## config.mk

```make
export PLATFORM = sky130hd
export DESIGN_NAME = ooo_retire_buf
export DESIGN_NICKNAME = d
export VERILOG_FILES = /design/src/rtl/rrb_pkg.sv /design/src/rtl/rrb_rename.sv /design/src/rtl/rrb_pick.sv /design/src/rtl/rrb_src.sv /design/src/rtl/ooo_retire_buf.sv
export SDC_FILE = /design/constraint.sdc
export NUM_CORES = 2
export LEC_CHECK = 0
export BUFFER_PORTS_ARGS = -buffer_cell sky130_fd_sc_hd__clkbuf_2
export CAP_MARGIN = 25
export CORE_MARGIN = 2
export CORE_UTILIZATION = 42
export CTS_CLUSTER_DIAMETER = 50
export DETAILED_ROUTE_END_ITERATION = 6
export PLACE_DENSITY = 0.58
export SLEW_MARGIN = 30
export SYNTH_ARGS = -nofsm -noshare
export SYNTH_HDL_FRONTEND = slang
export SYNTH_SLANG_ARGS = --single-unit
```

## constraint.sdc

```tcl
create_clock -name clk_i -period 3.87 [get_ports clk_i]
set_input_delay 0.387 -clock clk_i [delete_from_list [all_inputs] [get_ports clk_i]]
set_output_delay 0.387 -clock clk_i [all_outputs]
set_load 0.01 [all_outputs]
```

## src/rtl/rrb_pkg.sv

```systemverilog
package rrb_pkg;
  localparam int unsigned DEF_DEPTH = 8;
  localparam int unsigned DEF_NREGS = 8;
  localparam int unsigned DEF_XLEN  = 16;
  localparam int unsigned DEF_OPW   = 2;

  typedef enum logic [1:0] {
    SRC_ARCH  = 2'd0,
    SRC_ENTRY = 2'd1,
    SRC_BUS   = 2'd2,
    SRC_WAIT  = 2'd3
  } src_kind_e;
endpackage

```

## src/rtl/rrb_rename.sv

```systemverilog
module rrb_rename #(
  parameter int unsigned NREGS = 8,
  parameter int unsigned XLEN  = 16,
  parameter int unsigned TW    = 3,
  localparam int unsigned RW   = $clog2(NREGS)
) (
  input  logic                       clk_i,
  input  logic                       rst_ni,
  input  logic                       flush_i,
  input  logic                       alloc_i,
  input  logic [RW-1:0]              alloc_reg_i,
  input  logic [TW-1:0]              alloc_tag_i,
  input  logic                       commit_i,
  input  logic [RW-1:0]              commit_reg_i,
  input  logic [TW-1:0]              commit_tag_i,
  input  logic [XLEN-1:0]            commit_val_i,
  output logic [NREGS-1:0]           map_v_o,
  output logic [NREGS-1:0][TW-1:0]   map_tag_o,
  output logic [NREGS-1:0][XLEN-1:0] arch_val_o
);
  always_ff @(posedge clk_i or negedge rst_ni) begin
    if (!rst_ni) begin
      for (int r = 0; r < NREGS; r++) begin
        map_v_o[r]    <= 1'b0;
        map_tag_o[r]  <= '0;
        arch_val_o[r] <= XLEN'(r);
      end
    end else begin
      for (int r = 0; r < NREGS; r++) begin
        if (commit_i && commit_reg_i == RW'(r)) arch_val_o[r] <= commit_val_i;
        if (flush_i) begin
          map_v_o[r] <= 1'b0;
        end else if (alloc_i && alloc_reg_i == RW'(r)) begin
          map_v_o[r]   <= 1'b1;
          map_tag_o[r] <= alloc_tag_i;
        end else if (commit_i && commit_reg_i == RW'(r) && map_tag_o[r] == commit_tag_i) begin
          map_v_o[r] <= 1'b0;  // only the youngest writer unmaps
        end
      end
    end
  end
endmodule

```

## src/rtl/rrb_pick.sv

```systemverilog
module rrb_pick #(
  parameter int unsigned DEPTH = 8,
  localparam int unsigned TW   = $clog2(DEPTH)
) (
  input  logic [DEPTH-1:0] req_i,
  input  logic [TW-1:0]    head_i,
  output logic             valid_o,
  output logic [TW-1:0]    idx_o
);
  always_comb begin
    logic [TW-1:0] slot;
    valid_o = 1'b0;
    idx_o   = head_i;
    // walk youngest to oldest so the oldest request wins
    for (int k = DEPTH - 1; k >= 0; k--) begin
      slot = head_i + TW'(k);
      if (req_i[slot]) begin
        valid_o = 1'b1;
        idx_o   = slot;
      end
    end
  end
endmodule

```

## src/rtl/rrb_src.sv

```systemverilog
module rrb_src import rrb_pkg::*; #(
  parameter int unsigned DEPTH = 8,
  parameter int unsigned NREGS = 8,
  parameter int unsigned XLEN  = 16,
  localparam int unsigned TW   = $clog2(DEPTH),
  localparam int unsigned RW   = $clog2(NREGS)
) (
  input  logic [RW-1:0]              src_i,
  input  logic [NREGS-1:0]           map_v_i,
  input  logic [NREGS-1:0][TW-1:0]   map_tag_i,
  input  logic [NREGS-1:0][XLEN-1:0] arch_val_i,
  input  logic [DEPTH-1:0]           ent_done_i,
  input  logic [DEPTH-1:0][XLEN-1:0] ent_val_i,
  input  logic                       res_valid_i,
  input  logic [TW-1:0]              res_tag_i,
  input  logic [XLEN-1:0]            res_val_i,
  output logic                       rdy_o,
  output logic [XLEN-1:0]            val_o,
  output logic [TW-1:0]              tag_o
);
  src_kind_e kind;
  assign tag_o = map_tag_i[src_i];

  always_comb begin
    if (!map_v_i[src_i])                            kind = SRC_ARCH;
    else if (ent_done_i[tag_o])                     kind = SRC_ENTRY;
    else if (res_valid_i && res_tag_i == tag_o)     kind = SRC_BUS;
    else                                            kind = SRC_WAIT;
  end

  always_comb begin
    rdy_o = 1'b1;
    unique case (kind)
      SRC_ARCH:  val_o = arch_val_i[src_i];
      SRC_ENTRY: val_o = ent_val_i[tag_o];
      SRC_BUS:   val_o = res_val_i;
      default: begin
        rdy_o = 1'b0;
        val_o = '0;
      end
    endcase
  end
endmodule

```

## src/rtl/ooo_retire_buf.sv

```systemverilog
module ooo_retire_buf import rrb_pkg::*; #(
  parameter int unsigned DEPTH = DEF_DEPTH,
  parameter int unsigned NREGS = DEF_NREGS,
  parameter int unsigned XLEN  = DEF_XLEN,
  parameter int unsigned OPW   = DEF_OPW,
  localparam int unsigned TW   = $clog2(DEPTH),
  localparam int unsigned RW   = $clog2(NREGS),
  localparam int unsigned CW   = $clog2(DEPTH + 1)
) (
  input  logic            clk_i,
  input  logic            rst_ni,
  input  logic            flush_i,
  input  logic            disp_valid_i,
  input  logic [OPW-1:0]  disp_op_i,
  input  logic [RW-1:0]   disp_dst_i,
  input  logic [RW-1:0]   disp_src1_i,
  input  logic [RW-1:0]   disp_src2_i,
  output logic            disp_ready_o,
  output logic            exec_valid_o,
  output logic [TW-1:0]   exec_tag_o,
  output logic [OPW-1:0]  exec_op_o,
  output logic [XLEN-1:0] exec_opa_o,
  output logic [XLEN-1:0] exec_opb_o,
  input  logic            res_valid_i,
  input  logic [TW-1:0]   res_tag_i,
  input  logic [XLEN-1:0] res_val_i,
  output logic            ret_valid_o,
  output logic [RW-1:0]   ret_dst_o,
  output logic [XLEN-1:0] ret_val_o
);
  logic [TW-1:0] head, tail;
  logic [CW-1:0] cnt;

  logic [DEPTH-1:0]           ent_vld, ent_done, ent_iss, s1_v, s2_v;
  logic [DEPTH-1:0][XLEN-1:0] ent_val, s1_val, s2_val;
  logic [DEPTH-1:0][TW-1:0]   s1_tag, s2_tag;
  logic [DEPTH-1:0][RW-1:0]   ent_dst;
  logic [DEPTH-1:0][OPW-1:0]  ent_op;

  logic [NREGS-1:0]           map_v;
  logic [NREGS-1:0][TW-1:0]   map_tag;
  logic [NREGS-1:0][XLEN-1:0] arch_val;

  logic disp_fire, ret_fire, iss_fire, pick_v;
  logic [TW-1:0] pick_idx;
  logic [DEPTH-1:0] elig;

  assign disp_ready_o = (cnt != CW'(DEPTH));
  assign disp_fire    = disp_valid_i && disp_ready_o && !flush_i;
  assign ret_fire     = ent_vld[head] && ent_done[head] && !flush_i;
  assign iss_fire     = pick_v && !flush_i;

  rrb_rename #(.NREGS(NREGS), .XLEN(XLEN), .TW(TW)) u_ren (
    .clk_i, .rst_ni, .flush_i,
    .alloc_i      (disp_fire),
    .alloc_reg_i  (disp_dst_i),
    .alloc_tag_i  (tail),
    .commit_i     (ret_fire),
    .commit_reg_i (ent_dst[head]),
    .commit_tag_i (head),
    .commit_val_i (ent_val[head]),
    .map_v_o      (map_v),
    .map_tag_o    (map_tag),
    .arch_val_o   (arch_val)
  );

  logic [1:0][RW-1:0]   src_reg;
  logic [1:0]           src_rdy;
  logic [1:0][XLEN-1:0] src_val;
  logic [1:0][TW-1:0]   src_tag;
  assign src_reg[0] = disp_src1_i;
  assign src_reg[1] = disp_src2_i;

  for (genvar g = 0; g < 2; g++) begin : g_src
    rrb_src #(.DEPTH(DEPTH), .NREGS(NREGS), .XLEN(XLEN)) u_src (
      .src_i       (src_reg[g]),
      .map_v_i     (map_v),
      .map_tag_i   (map_tag),
      .arch_val_i  (arch_val),
      .ent_done_i  (ent_done),
      .ent_val_i   (ent_val),
      .res_valid_i (res_valid_i),
      .res_tag_i   (res_tag_i),
      .res_val_i   (res_val_i),
      .rdy_o       (src_rdy[g]),
      .val_o       (src_val[g]),
      .tag_o       (src_tag[g])
    );
  end

  assign elig = ent_vld & ~ent_done & ~ent_iss & s1_v & s2_v;

  rrb_pick #(.DEPTH(DEPTH)) u_pick (
    .req_i   (elig),
    .head_i  (head),
    .valid_o (pick_v),
    .idx_o   (pick_idx)
  );

  assign exec_valid_o = iss_fire;
  assign exec_tag_o   = pick_idx;
  assign exec_op_o    = ent_op[pick_idx];
  assign exec_opa_o   = s1_val[pick_idx];
  assign exec_opb_o   = s2_val[pick_idx];

  assign ret_valid_o = ret_fire;
  assign ret_dst_o   = ent_dst[head];
  assign ret_val_o   = ent_val[head];

  always_ff @(posedge clk_i or negedge rst_ni) begin
    if (!rst_ni) begin
      head <= '0;
      tail <= '0;
      cnt  <= '0;
    end else if (flush_i) begin
      head <= '0;
      tail <= '0;
      cnt  <= '0;
    end else begin
      if (disp_fire) tail <= tail + 1'b1;
      if (ret_fire)  head <= head + 1'b1;
      cnt <= cnt + CW'(disp_fire) - CW'(ret_fire);
    end
  end

  always_ff @(posedge clk_i or negedge rst_ni) begin
    if (!rst_ni) begin
      ent_vld <= '0; ent_done <= '0; ent_iss <= '0;
      s1_v <= '0; s2_v <= '0;
      ent_val <= '0; s1_val <= '0; s2_val <= '0;
      s1_tag <= '0; s2_tag <= '0; ent_dst <= '0; ent_op <= '0;
    end else begin
      for (int e = 0; e < DEPTH; e++) begin
        if (flush_i) begin
          ent_vld[e] <= 1'b0;
        end else if (disp_fire && tail == TW'(e)) begin
          ent_vld[e]  <= 1'b1;
          ent_done[e] <= 1'b0;
          ent_iss[e]  <= 1'b0;
          ent_dst[e]  <= disp_dst_i;
          ent_op[e]   <= disp_op_i;
          s1_v[e]     <= src_rdy[0];
          s1_val[e]   <= src_val[0];
          s1_tag[e]   <= src_tag[0];
          s2_v[e]     <= src_rdy[1];
          s2_val[e]   <= src_val[1];
          s2_tag[e]   <= src_tag[1];
        end else begin
          if (ret_fire && head == TW'(e)) ent_vld[e] <= 1'b0;
          if (iss_fire && pick_idx == TW'(e)) ent_iss[e] <= 1'b1;
          if (res_valid_i && res_tag_i == TW'(e)) begin
            ent_done[e] <= 1'b1;
            ent_val[e]  <= res_val_i;
          end
          // result broadcast to waiting sources
          if (res_valid_i && ent_vld[e] && !s1_v[e] && s1_tag[e] == res_tag_i) begin
            s1_v[e]   <= 1'b1;
            s1_val[e] <= res_val_i;
          end
          if (res_valid_i && ent_vld[e] && !s2_v[e] && s2_tag[e] == res_tag_i) begin
            s2_v[e]   <= 1'b1;
            s2_val[e] <= res_val_i;
          end
        end
      end
    end
  end
endmodule

```

==> summary.txt <==
Power
  – VDD IR-drop max: 0.5743 mV
  – Power density cells: around 700 mW/mm²
  – Combinational Power Share: 43.2%
  – Fraction of power consumed by the clock network: 27.5%
  – Switching portion of total power: approximately two fifths
  – Int Pwr: about 21 mW
  – Reported leakage power: between 20 and 25 nW
  – Sequential share of power: about 30%
  – Sw Pwr: around 13 mW
  – Total chip power: 34.45 mW

Floorplanning
  – Starting density of the core: approximately 42%
  – Std-Cell Rows: 111
  – Die width: 308.7 µm
  – Placeable core area: 0.09180 mm²
  – Top Ports: 94
  – Die Outline Area: 0.09526 mm²
  – Overall die height: between 300 and 400 µm

Clocking
  – Number of buffers on the longest clock path: 3
  – Clock net sink count: 682
  – CTS tree: done
  – Clock latency of the later-clocked register in the worst-skew pair: 0.70 ns
  – Deepest level of the CTS H-tree: 3
  – Root buffer selected by CTS: sky130_fd_sc_hd__clkbuf_16
  – Clock transition at path regs: 0.06 ns
  – Cts bufs inserted: between 90 and 100

Routing
  – Total routed wirelength: ~150000 µm
  – Vias after detailed routing: approximately 35000
  – Final routed wire length divided by cell count: roughly 27 µm
  – Length of the first detailed-routing pass in iterations: 6
  – DRC Markers: 0
  – Antenna Violating Nets Remaining: 0
  – First-iteration detailed-routing DRC count: approximately 3800
  – Ratio of routed vias to standard cells: 6.246

Place
  – Post-Place Cells: about 5300
  – Count of port buffers added during placement: just over 90
  – Final weighted congestion in routability-driven placement: ~0.9
  – Estimated wirelength of the detail-placed design: around 93000 µm

Synthesis
  – Library cells used by synthesis: 89
  – Average cell area after synthesis: around 9.6 µm²
  – Synth Area in Simple Gates: approximately 17%
  – Top cell type by total area after synthesis: sky130_fd_sc_hd__dfrtp_1
  – Total of flip-flops plus latches after synthesis: ~680
  – Share of flip-flops with an asynchronous set or reset: 100.0%
  – Multiplexer share of the synthesized area: 14.16%
  – Ys flop type: sky130_fd_sc_hd__dfrtp_1
  – Post-synthesis compound-gate area fraction: 18.22%
  – Syn Nets: slightly above 4000
  – Cell count after synthesis: slightly above 4000
  – Top post-synthesis cells by area: sky130_fd_sc_hd__dfrtp_1 43%, sky130_fd_sc_hd__nand2_1 8.2%, sky130_fd_sc_hd__mux4_2 6.9%
  – Yosys Warn Count: 0
  – Post-synth top cells: 856 x sky130_fd_sc_hd__nand2_1, 670 x sky130_fd_sc_hd__dfrtp_1, 278 x sky130_fd_sc_hd__o21ai_0, 248 x sky130_fd_sc_hd__clkbuf_1, 202 x sky130_fd_sc_hd__a211oi_1
  – Area fraction of the dominant cell type after synthesis: a little over two fifths
  – Most frequent cell after synthesis: sky130_fd_sc_hd__nand2_1
  – Number of enable flip-flop cells after synthesis: 0
  – Post-synthesis instance area: ~0.039 mm²
  – Proportion of synthesized chip area in sequential cells: a little over two fifths
  – Xor/xnor share of the synthesized area: under 10%
  – Largest family of logic cells by synthesized area: compound AO/OA/AOI/OAI gates
  – Area share of fa/ha/maj cells after synthesis: less than 1%

STA
  – Fmax achieved: between 0.2 and 0.25 GHz
  – Share of the cycle needed by the critical path after routing: 125.4%
  – Time the final worst path needs with I/O delays and setup: around 4.9 ns
  – Clock Skews: ~0.037 ns
  – Finish-stage setup viols: 38
  – RSZ-0062 raised after global routing: yes
  – Hold violation total from the final report: 0
  – Relative slew margins: 33.09%
  – Transition time of the tightest slew-check pin: 1.004 ns
  – Final Max Tran Viols: 0
  – Post-layout worst setup margin: -0.9813 ns
  – Post-Route Hold Slack: approximately 0.019 ns

Worst hold path
  – Class of the most critical hold timing path: in -> reg

Global routing
  – Aggregate global routing overflow: 0
  – Number of global-route vias before repair: 34030
  – Maximum number of pins on one net before global-route repair: between 80 and 90
  – Antenna violations before repair: 4
  – Global-route wire length before repair: ~220000 µm
  – Total track usage: between 30% and 40%

Cells and area
  – Number of inserted diodes: 0
  – Number of standard cells in the final layout excluding fillers: about 5600
  – Share of cells above drive strength 1: 26.91%
  – Net count reported at finish: roughly 4300
  – Layout area overhead: 23.46%

Worst setup path
  – Arrival time at the worst endpoint: between 4 and 5 ns
  – Worst Path Class, Setup: reg -> out
  – Startpoint Class: flip-flop
  – Max FO, Critical Path: 8
  – Setup crit end kind: primary output
  – Register-to-register path setup slack: 0.12 ns
  – Endpoint required time on the critical path: roughly 3.5 ns

Run
  – Max cap viols: 0

Run status
  – Run status: complete, but fails checks
  – Failing checks: negative setup slack
## worst paths after layout
kind                              startpoint                    end  cells past startpoint
worst max-delay path                 head[0]          exec_opa_o[1]                     15
max in group asynchronous             rst_ni  u_ren.arch_val_o[114]                      3
worst max register to register       head[1]                 cnt[2]                     13
worst min register to register    ent_op[11]             ent_op[11]                      2
min in group asynchronous             rst_ni              ent_op[1]                      2
worst min-delay path            disp_op_i[1]             ent_op[11]                      3
## routing by layer
layer	wire, µm	part of all wire (%)	vias to the layer above	GRT usage (%)
li1	-	-	15170	-
met1	62550	42	17660	43.09
met2	67900	46	1630	48.07
met3	12540	8.4	320	5.262
met4	5939	4.0	4	12.56
met5	23	0.015	-	0
## state kept, by name, indices dropped and copies added, names as in the netlist
name	count
s1_v	8
u_ren.map_tag_o	24
s2_v	8
tail	3
u_ren.arch_val_o	128
ent_vld	8
cnt	4
ent_val	128
s1_val	128
ent_iss	8
ent_dst	24
ent_op	16
head	3
u_ren.map_v_o	8
s2_tag	24
s1_tag	24
s2_val	128
ent_done	8
## through the flow
step	setup TNS (ns)	worst slack, ns	utilization, %	cell area, µm²
2_1_floorplan	0	0.006099	-	39340
3_3_place_gp	-4.652	-0.4405	46.78	42940
3_5_place_dp	-6.974	-0.4728	46.79	42950
4_1_cts	-28.56	-0.9038	51.71	47470
5_1_grt	-34.93	-1.087	52.42	48120
6_report	-31.00	-0.9813	52.42	48120
## power groups by stage
| stage | registers, mW | clock network [mW] | logic, mW |
|---|---|---|---|
| global route | 10.3 | 9.86 | 15.7 |
| floorplan | 9.68 | 0 | 7.45 |
| CTS | 10.0 | 9.57 | 14.0 |
| global placement | 10.1 | 0 | 12.4 |
| detailed placement | 10.1 | 0 | 12.5 |
| finish | 10.1 | 9.49 | 14.9 |
## logic make-up after synthesis
family | Yosys count
mux | 379
fa+ha+maj | 19
flops | 682
compound gates | 1059
simple gates | 1431
buf+inv | 416
xor+xnor | 83
## critical path, stage by stage, from the launching register on
cell and delay [ns]:
sky130_fd_sc_hd__dfrtp_4 0.43, sky130_fd_sc_hd__inv_4 0.04, sky130_fd_sc_hd__ha_4 0.30, sky130_fd_sc_hd__inv_2 0.04, sky130_fd_sc_hd__or4_4 0.53, sky130_fd_sc_hd__a311o_1 0.39
sky130_fd_sc_hd__buf_4 0.15, sky130_fd_sc_hd__o211ai_1 0.10, sky130_fd_sc_hd__o32ai_2 0.14, sky130_fd_sc_hd__a31oi_4 0.27, sky130_fd_sc_hd__clkinv_4 0.19, sky130_fd_sc_hd__o211ai_4 0.16
sky130_fd_sc_hd__buf_12 0.18, sky130_fd_sc_hd__a211oi_2 0.07, sky130_fd_sc_hd__nor4_4 0.53, sky130_fd_sc_hd__buf_2 0.23
## cell type report
type / count / area [µm²]
clock inverters: 62 / 815.8
multi-input cells: 2971 / 21750
well taps: 1243 / 1555
clock buffers: 118 / 2606
inverters: 39 / 153.9
repair buffers: 454 / 4154
fillers: 8220 / 43680
flip-flops and latches: 682 / 17090
## cell usage in the layout (no fill, tap or decap), drive strengths merged, types with 18 or more instances in the layout
cell type	count
a211oi	202
dfrtp	670
o21ai	348
o31a	33
ha	18
inv	43
mux2i	78
nor2	188
nor3	25
a22oi	123
mux4	119
clkinv	33
buf	375
xnor2	63
clkbuf	194
a2111oi	69
a21oi	47
xor2	20
a31oi	133
nor2b	78
nor3b	140
a21boi	32
nor4	42
mux2	182
nand3	34
nand2	856
## what timing repair did
item	in CTS	in global routing
endpoints found under the setup margin	95	63
gates resized for setup	145	77
hold buffers	3	0
cloned	4	5
endpoints found under the hold margin	72	0
pin swaps	42	23
setup buffers	29	12
Note: power is estimated with default switching activity, not from simulation.
